File: src/rtl/semCellPkg.sv
package semCellPkg;
  typedef enum logic [3:0] {
    VIEW_RAW      = 4'd0,
    VIEW_TAG      = 4'd1,
    VIEW_EF_WAIT  = 4'd2,
    VIEW_EF_POLL  = 4'd3,
    VIEW_SEM_WAIT = 4'd4,
    VIEW_SEM_POLL = 4'd5
  } viewT;

  typedef enum logic [1:0] {
    RD_NONE  = 2'd0,
    RD_ZERO  = 2'd1,
    RD_COUNT = 2'd2,
    RD_TAG   = 2'd3
  } rdSelT;

  typedef struct packed {
    logic  give;
    logic  take;
    logic  park;
    logic  tagWr;
    rdSelT rdSel;
  } strobeT;

  localparam int TAG_E_BIT    = 0;
  localparam int TAG_F_BIT    = 1;
  localparam int TAG_T_BIT    = 16;
  localparam int TAG_FIFO_BIT = 17;
endpackage

File: src/rtl/semCellCtrl.sv
module semCellCtrl
  import semCellPkg::*;
#(
  parameter bit FIFO_TAG = 1'b0
) (
  input  logic [3:0] viewSel,
  input  logic       rdEn,
  input  logic       wrEn,
  input  logic       countZero,
  output strobeT     strb
);
  logic isSem;
  logic isWait;
  logic zeroAfterGive;

  always_comb begin
    isSem  = (viewSel == VIEW_SEM_WAIT) || (viewSel == VIEW_SEM_POLL);
    isWait = (viewSel == VIEW_SEM_WAIT);

    strb.give  = wrEn && isSem && !FIFO_TAG;
    // a give in the same cycle lands first, so zero can only persist without it
    zeroAfterGive = countZero && !strb.give;
    strb.take  = rdEn && isSem && !FIFO_TAG && !zeroAfterGive;
    strb.park  = rdEn && isWait && !FIFO_TAG && zeroAfterGive;
    strb.tagWr = wrEn && (viewSel == VIEW_TAG);

    if (!rdEn) begin
      strb.rdSel = RD_NONE;
    end else begin
      case (viewSel)
        VIEW_RAW:                     strb.rdSel = RD_COUNT;
        VIEW_TAG:                     strb.rdSel = RD_TAG;
        VIEW_SEM_WAIT, VIEW_SEM_POLL: strb.rdSel = FIFO_TAG ? RD_ZERO : RD_COUNT;
        default:                      strb.rdSel = RD_ZERO;
      endcase
    end
  end
endmodule

File: src/rtl/semCellData.sv
module semCellData
  import semCellPkg::*;
#(
  parameter int CNT_W       = 16,
  parameter int DATA_W      = 64,
  parameter int NUM_THREADS = 8,
  parameter int TID_W       = 3,
  parameter bit FIFO_TAG    = 1'b0
) (
  input  logic                   clk,
  input  logic                   rstN,
  input  strobeT                 strb,
  input  logic [TID_W-1:0]       threadId,
  input  logic [DATA_W-1:0]      wrData,
  output logic [DATA_W-1:0]      rdData,
  output logic                   blockResp,
  output logic [NUM_THREADS-1:0] wakeVec,
  output logic                   countZero
);
  localparam logic [CNT_W-1:0] CNT_MAX = {CNT_W{1'b1}};
  localparam logic [CNT_W-1:0] CNT_ONE = CNT_W'(1);

  logic [CNT_W-1:0]       count;
  logic [CNT_W-1:0]       countAfterGive;
  logic [NUM_THREADS-1:0] waitMask;
  logic [NUM_THREADS-1:0] parkBit;
  logic                   tagT, tagF, tagE;
  logic [DATA_W-1:0]      tagWord;

  always_comb begin
    countAfterGive = (strb.give && count != CNT_MAX) ? count + CNT_ONE : count;
    parkBit        = strb.park ? (NUM_THREADS'(1) << threadId) : '0;
    tagWord                = '0;
    tagWord[TAG_FIFO_BIT]  = FIFO_TAG;
    tagWord[TAG_T_BIT]     = tagT;
    tagWord[TAG_F_BIT]     = tagF;
    tagWord[TAG_E_BIT]     = tagE;
  end

  assign countZero = (count == '0);

  always_ff @(posedge clk or negedge rstN) begin
    if (!rstN) begin
      count     <= '0;
      waitMask  <= '0;
      wakeVec   <= '0;
      blockResp <= 1'b0;
      rdData    <= '0;
      tagT      <= 1'b0;
      tagF      <= 1'b0;
      tagE      <= 1'b0;
    end else begin
      count     <= strb.take ? countAfterGive - CNT_ONE : countAfterGive;
      waitMask  <= (strb.give ? '0 : waitMask) | parkBit;
      wakeVec   <= strb.give ? waitMask : '0;
      blockResp <= strb.park;
      if (strb.tagWr) begin
        tagT <= wrData[TAG_T_BIT];
        tagF <= wrData[TAG_F_BIT];
        tagE <= wrData[TAG_E_BIT];
      end
      case (strb.rdSel)
        RD_ZERO:  rdData <= '0;
        RD_COUNT: rdData <= DATA_W'(countAfterGive);
        RD_TAG:   rdData <= tagWord;
        default:  rdData <= rdData;
      endcase
    end
  end


  step_chk: assert property (@(posedge clk) disable iff (!rstN)
    (count != $past(count)) |->
      (count == $past(count) + CNT_ONE || count == $past(count) - CNT_ONE));


  sat_chk: assert property (@(posedge clk) disable iff (!rstN)
    ($past(count) == CNT_MAX) |-> (count >= CNT_MAX - CNT_ONE));


  park_chk: assert property (@(posedge clk) disable iff (!rstN)
    blockResp |-> (rdData == '0 && count == '0));


  wake_once_chk: assert property (@(posedge clk) disable iff (!rstN)
    (wakeVec != '0) |=> (wakeVec == '0));

  generate
    if (FIFO_TAG) begin : g_fifoChk

      fifo_idle_chk: assert property (@(posedge clk) disable iff (!rstN)
        (count == '0 && waitMask == '0 && !blockResp));
    end
  endgenerate
endmodule

File: src/rtl/semaphoreCell.sv
module semaphoreCell
  import semCellPkg::*;
#(
  parameter int CNT_W       = 16,
  parameter int DATA_W      = 64,
  parameter int NUM_THREADS = 8,
  parameter bit FIFO_TAG    = 1'b0,
  localparam int TID_W      = (NUM_THREADS > 1) ? $clog2(NUM_THREADS) : 1
) (
  input  logic                   clk,
  input  logic                   rstN,
  input  logic [3:0]             viewSel,
  input  logic                   rdEn,
  input  logic                   wrEn,
  input  logic [DATA_W-1:0]      wrData,
  input  logic [TID_W-1:0]       threadId,
  output logic [DATA_W-1:0]      rdData,
  output logic                   blockResp,
  output logic [NUM_THREADS-1:0] wakeVec
);
  strobeT strb;
  logic   countZero;

  semCellCtrl #(.FIFO_TAG(FIFO_TAG)) u_ctrl (
    .viewSel  (viewSel),
    .rdEn     (rdEn),
    .wrEn     (wrEn),
    .countZero(countZero),
    .strb     (strb)
  );

  semCellData #(
    .CNT_W      (CNT_W),
    .DATA_W     (DATA_W),
    .NUM_THREADS(NUM_THREADS),
    .TID_W      (TID_W),
    .FIFO_TAG   (FIFO_TAG)
  ) u_data (
    .clk      (clk),
    .rstN     (rstN),
    .strb     (strb),
    .threadId (threadId),
    .wrData   (wrData),
    .rdData   (rdData),
    .blockResp(blockResp),
    .wakeVec  (wakeVec),
    .countZero(countZero)
  );
endmodule

File: config.mk
export PLATFORM = sky130hd
export DESIGN_NAME = semaphoreCell
export DESIGN_NICKNAME = d
export VERILOG_FILES = /design/src/rtl/semCellPkg.sv /design/src/rtl/semCellCtrl.sv /design/src/rtl/semCellData.sv /design/src/rtl/semaphoreCell.sv
export SDC_FILE = /design/constraint.sdc
export NUM_CORES = 1
export LEC_CHECK = 0
export ABC_AREA = 1
export CAP_MARGIN = 10
export CELL_PAD_IN_SITES_DETAIL_PLACEMENT = 1
export CELL_PAD_IN_SITES_GLOBAL_PLACEMENT = 2
export CORE_MARGIN = 2
export CORE_UTILIZATION = 24
export CTS_CLUSTER_DIAMETER = 30
export DETAILED_ROUTE_END_ITERATION = 6
export GPL_ROUTABILITY_DRIVEN = 1
export PLACE_DENSITY_LB_ADDON = 0.1
export SLEW_MARGIN = 20
export SYNTH_ARGS = -nofsm -noshare
export SYNTH_HDL_FRONTEND = slang
export SYNTH_SLANG_ARGS = --single-unit
File: constraint.sdc
create_clock -name clk -period 3.35 [get_ports clk]
set_clock_uncertainty 0.05 [all_clocks]
set_input_delay 1.005 -clock clk [delete_from_list [all_inputs] [get_ports clk]]
set_output_delay 1.005 -clock clk [all_outputs]
set_load 0.1 [all_outputs]
==> metrics.txt <==
register area share after synthesis 39.3%; CTS max path bufs 2; Top Ports 148; commonest non-fill, non-tap cell in the layout nand2_1; Core Region 13800 µm²; Clock Power Share 28.3%; detailed-route wire length 8810 µm; CP Max Fanout 11; die area 15000 µm²; EDFF count, synth 0; setup bufs post-CTS 0; final hold vios 0; Fin Hold WS 0.437 ns; Reg power frac 35.1%; Final TNS setup 0 ns; Switching Share 42.9%; yosys warns 0; Slew @ Worst Pin 0.693 ns; initial antenna violation count 0; Synth Register Bits 53; unrepaired setup endpoints after global routing no; synthesized cell area 3370 µm²; post-DP HPWL 7120 µm; wire length per cell 13.1 µm; most frequent cells in the layout 97 x nand2_1, 71 x inv_1, 53 x dfrtp_1, 47 x conb_1, 44 x buf_4; Highest Clock Rate 352 MHz; largest net degree at the start of global routing 54; ant diodes 0; Max Slew Vio Count 0; TritonCTS clock tree built; crit path capture type flip-flop; Final Cycle Share 84.9%; number of global-route vias before repair 2775; Min Clock Period, post-route 2.84 ns; Netlist cell types 31; Final setup viols 0; Max VDD drop 0.000225 V; share of cells above drive strength 1 18.4%; H-tree levels 2; Psw 0.943 mW; ys flop type dfrtp_1; Final Cell Area 4000 µm²; initial core utilization 24.5%; Cell Pwr Density 549 nW/µm²; GRT Util Overall 12.6%; FP Rows 43; hold depth 2; Detail Route Antenna Nets 0; Port Buffers 39; HP Class reg2reg; CTS resizes 0; via count 2713; average size of a mapped cell 7.71 µm²; RD Place Congestion 0.781; LEAKAGE 2.04 nW; DR iter-0 viols 84; first-pass GRT wire length 14500 µm; status completed; vias per cell 4.03; Worst-path clk slew 0.07 ns; required time worst endpoint 3.49 ns; max_slew headroom 53.8%; Final nets 570; Max-Cap Viols 0; Chip Width 123 µm; clock latency on the worst-skew pair 0.30 ns; Cell Area, Placed 3820 µm²; Worst Reg-to-Reg Cells 14; clock sink count 53; drt pass-1 iters 4; hold_buf cts 0; Pint 1.25 mW; Die Y 123 µm; P&R area growth vs syn 18.7%; Arrival @ worst endpoint 2.99 ns; Syn Inst Count 437; final global-route overflow total 0; CTS root buf clkbuf_16; TritonCTS buffer count 5; combinational power share 36.6%; Synth async-reset ratio 100%; CP Class in2reg; drt drc 0; Startpoint Class input port
==> layout make-up <==
type | count | area [µm²]
fillers | 1709 | 9770
repair buffers | 57 | 455
well taps | 180 | 225
clock inverters | 2 | 37.5
clock buffers | 6 | 139
flip-flops and latches | 53 | 1330
multi-input cells | 303 | 1540
inverters | 73 | 274
==> power by group through the flow <==
stage | combinational [mW] | sequential [mW] | clock, mW
CTS | 0.812 | 0.774 | 0.647
finish | 0.804 | 0.772 | 0.621
floorplan | 0.587 | 0.872 | 0
detailed placement | 0.808 | 0.786 | 0
global route | 0.876 | 0.785 | 0.667
global placement | 0.806 | 0.786 | 0
==> synth_stat cells, types with 3 or more instances <==
cell type / instances / area (µm²)
clkbuf_1: 3 / 11.3
nor2_4: 6 / 67.6
dfrtp_1: 53 / 1330
nand3_2: 4 / 40.0
o22ai_1: 21 / 131
nand2_2: 8 / 50.1
inv_1: 71 / 267
nand2_4: 3 / 33.8
nand4_1: 6 / 37.5
mux2_2: 3 / 33.8
xor2_1: 10 / 87.6
buf_4: 48 / 360
nand2_1: 97 / 364
nand3_1: 36 / 180
nor2_2: 8 / 50.1
nor2_1: 36 / 135
o21ai_0: 4 / 20.0
==> cells by family after synthesis <==
| group | after synthesis | share of synthesized area (%) |
|---|---|---|
| multiplexers | 3 | 1.00 |
| flip-flops | 53 | 39.3 |
| other | 1 | 0.111 |
| AO/OA/AOI/OAI | 31 | 5.94 |
| buffers and inverters | 127 | 20.0 |
| XOR/XNOR | 11 | 2.86 |
| AND/OR/NAND/NOR | 209 | 30.0 |
| adder cells (fa/ha/maj) | 2 | 0.742 |
==> worst paths after layout <==
path                                 start                end  slack, ns
max                             viewSel[1]   u_data.count[13]       0.51
min                            u_data.tagT  u_data.rdData[16]       0.44
max reg2reg                u_data.count[0]   u_data.count[13]       0.86
min reg2reg                    u_data.tagT  u_data.rdData[16]       0.44
max in group asynchronous             rstN   u_data.count[12]       2.01
min in group asynchronous             rstN        u_data.tagF       0.77
==> routing by layer <==
layer	part of all wire (%)	GRT usage, %	vias up
li1	-	-	1372
met1	50	17.3	1280
met2	45	20.1	55
met3	3.2	2.37	6
met4	1.5	4.09	0
met5	0	0	-
==> flip-flops by register name (all words and copies together) (netlist names) <==
name	flops
u_data.count	16
u_data.wakeVec	8
u_data.waitMask	8
u_data.rdData	17
u_data.tagE	1
u_data.tagT	1
u_data.blockResp	1
u_data.tagF	1
==> metrics by stage <==
| stage | utilization [%] | power (mW) | worst slack [ns] | cells |
|---|---|---|---|---|
| 2_1_floorplan | - | 1.46 | 0.905 | 483 |
| 3_3_place_gp | 27.8 | 1.59 | 0.107 | 666 |
| 3_5_place_dp | 27.8 | 1.59 | 0.129 | 666 |
| 4_1_cts | 29.1 | 2.23 | 0.433 | 674 |
| 5_1_grt | 29.1 | 2.33 | 0.237 | 674 |
| 6_report | 29.1 | 2.20 | 0.505 | 674 |
==> worst max-delay path, stage by stage <==
cell             delay, ns
clkdlybuf4s50_1       0.41
nor2_2                0.13
nand3_1               0.21
inv_2                 0.22
o21ai_4               0.15
nand2_1               0.09
nand2_1               0.10
inv_1                 0.14
nand3_2               0.14
inv_1                 0.12
nand3_1               0.13
nand2_1               0.09
nand2_1               0.04
(Power assumes the default switching activity.)
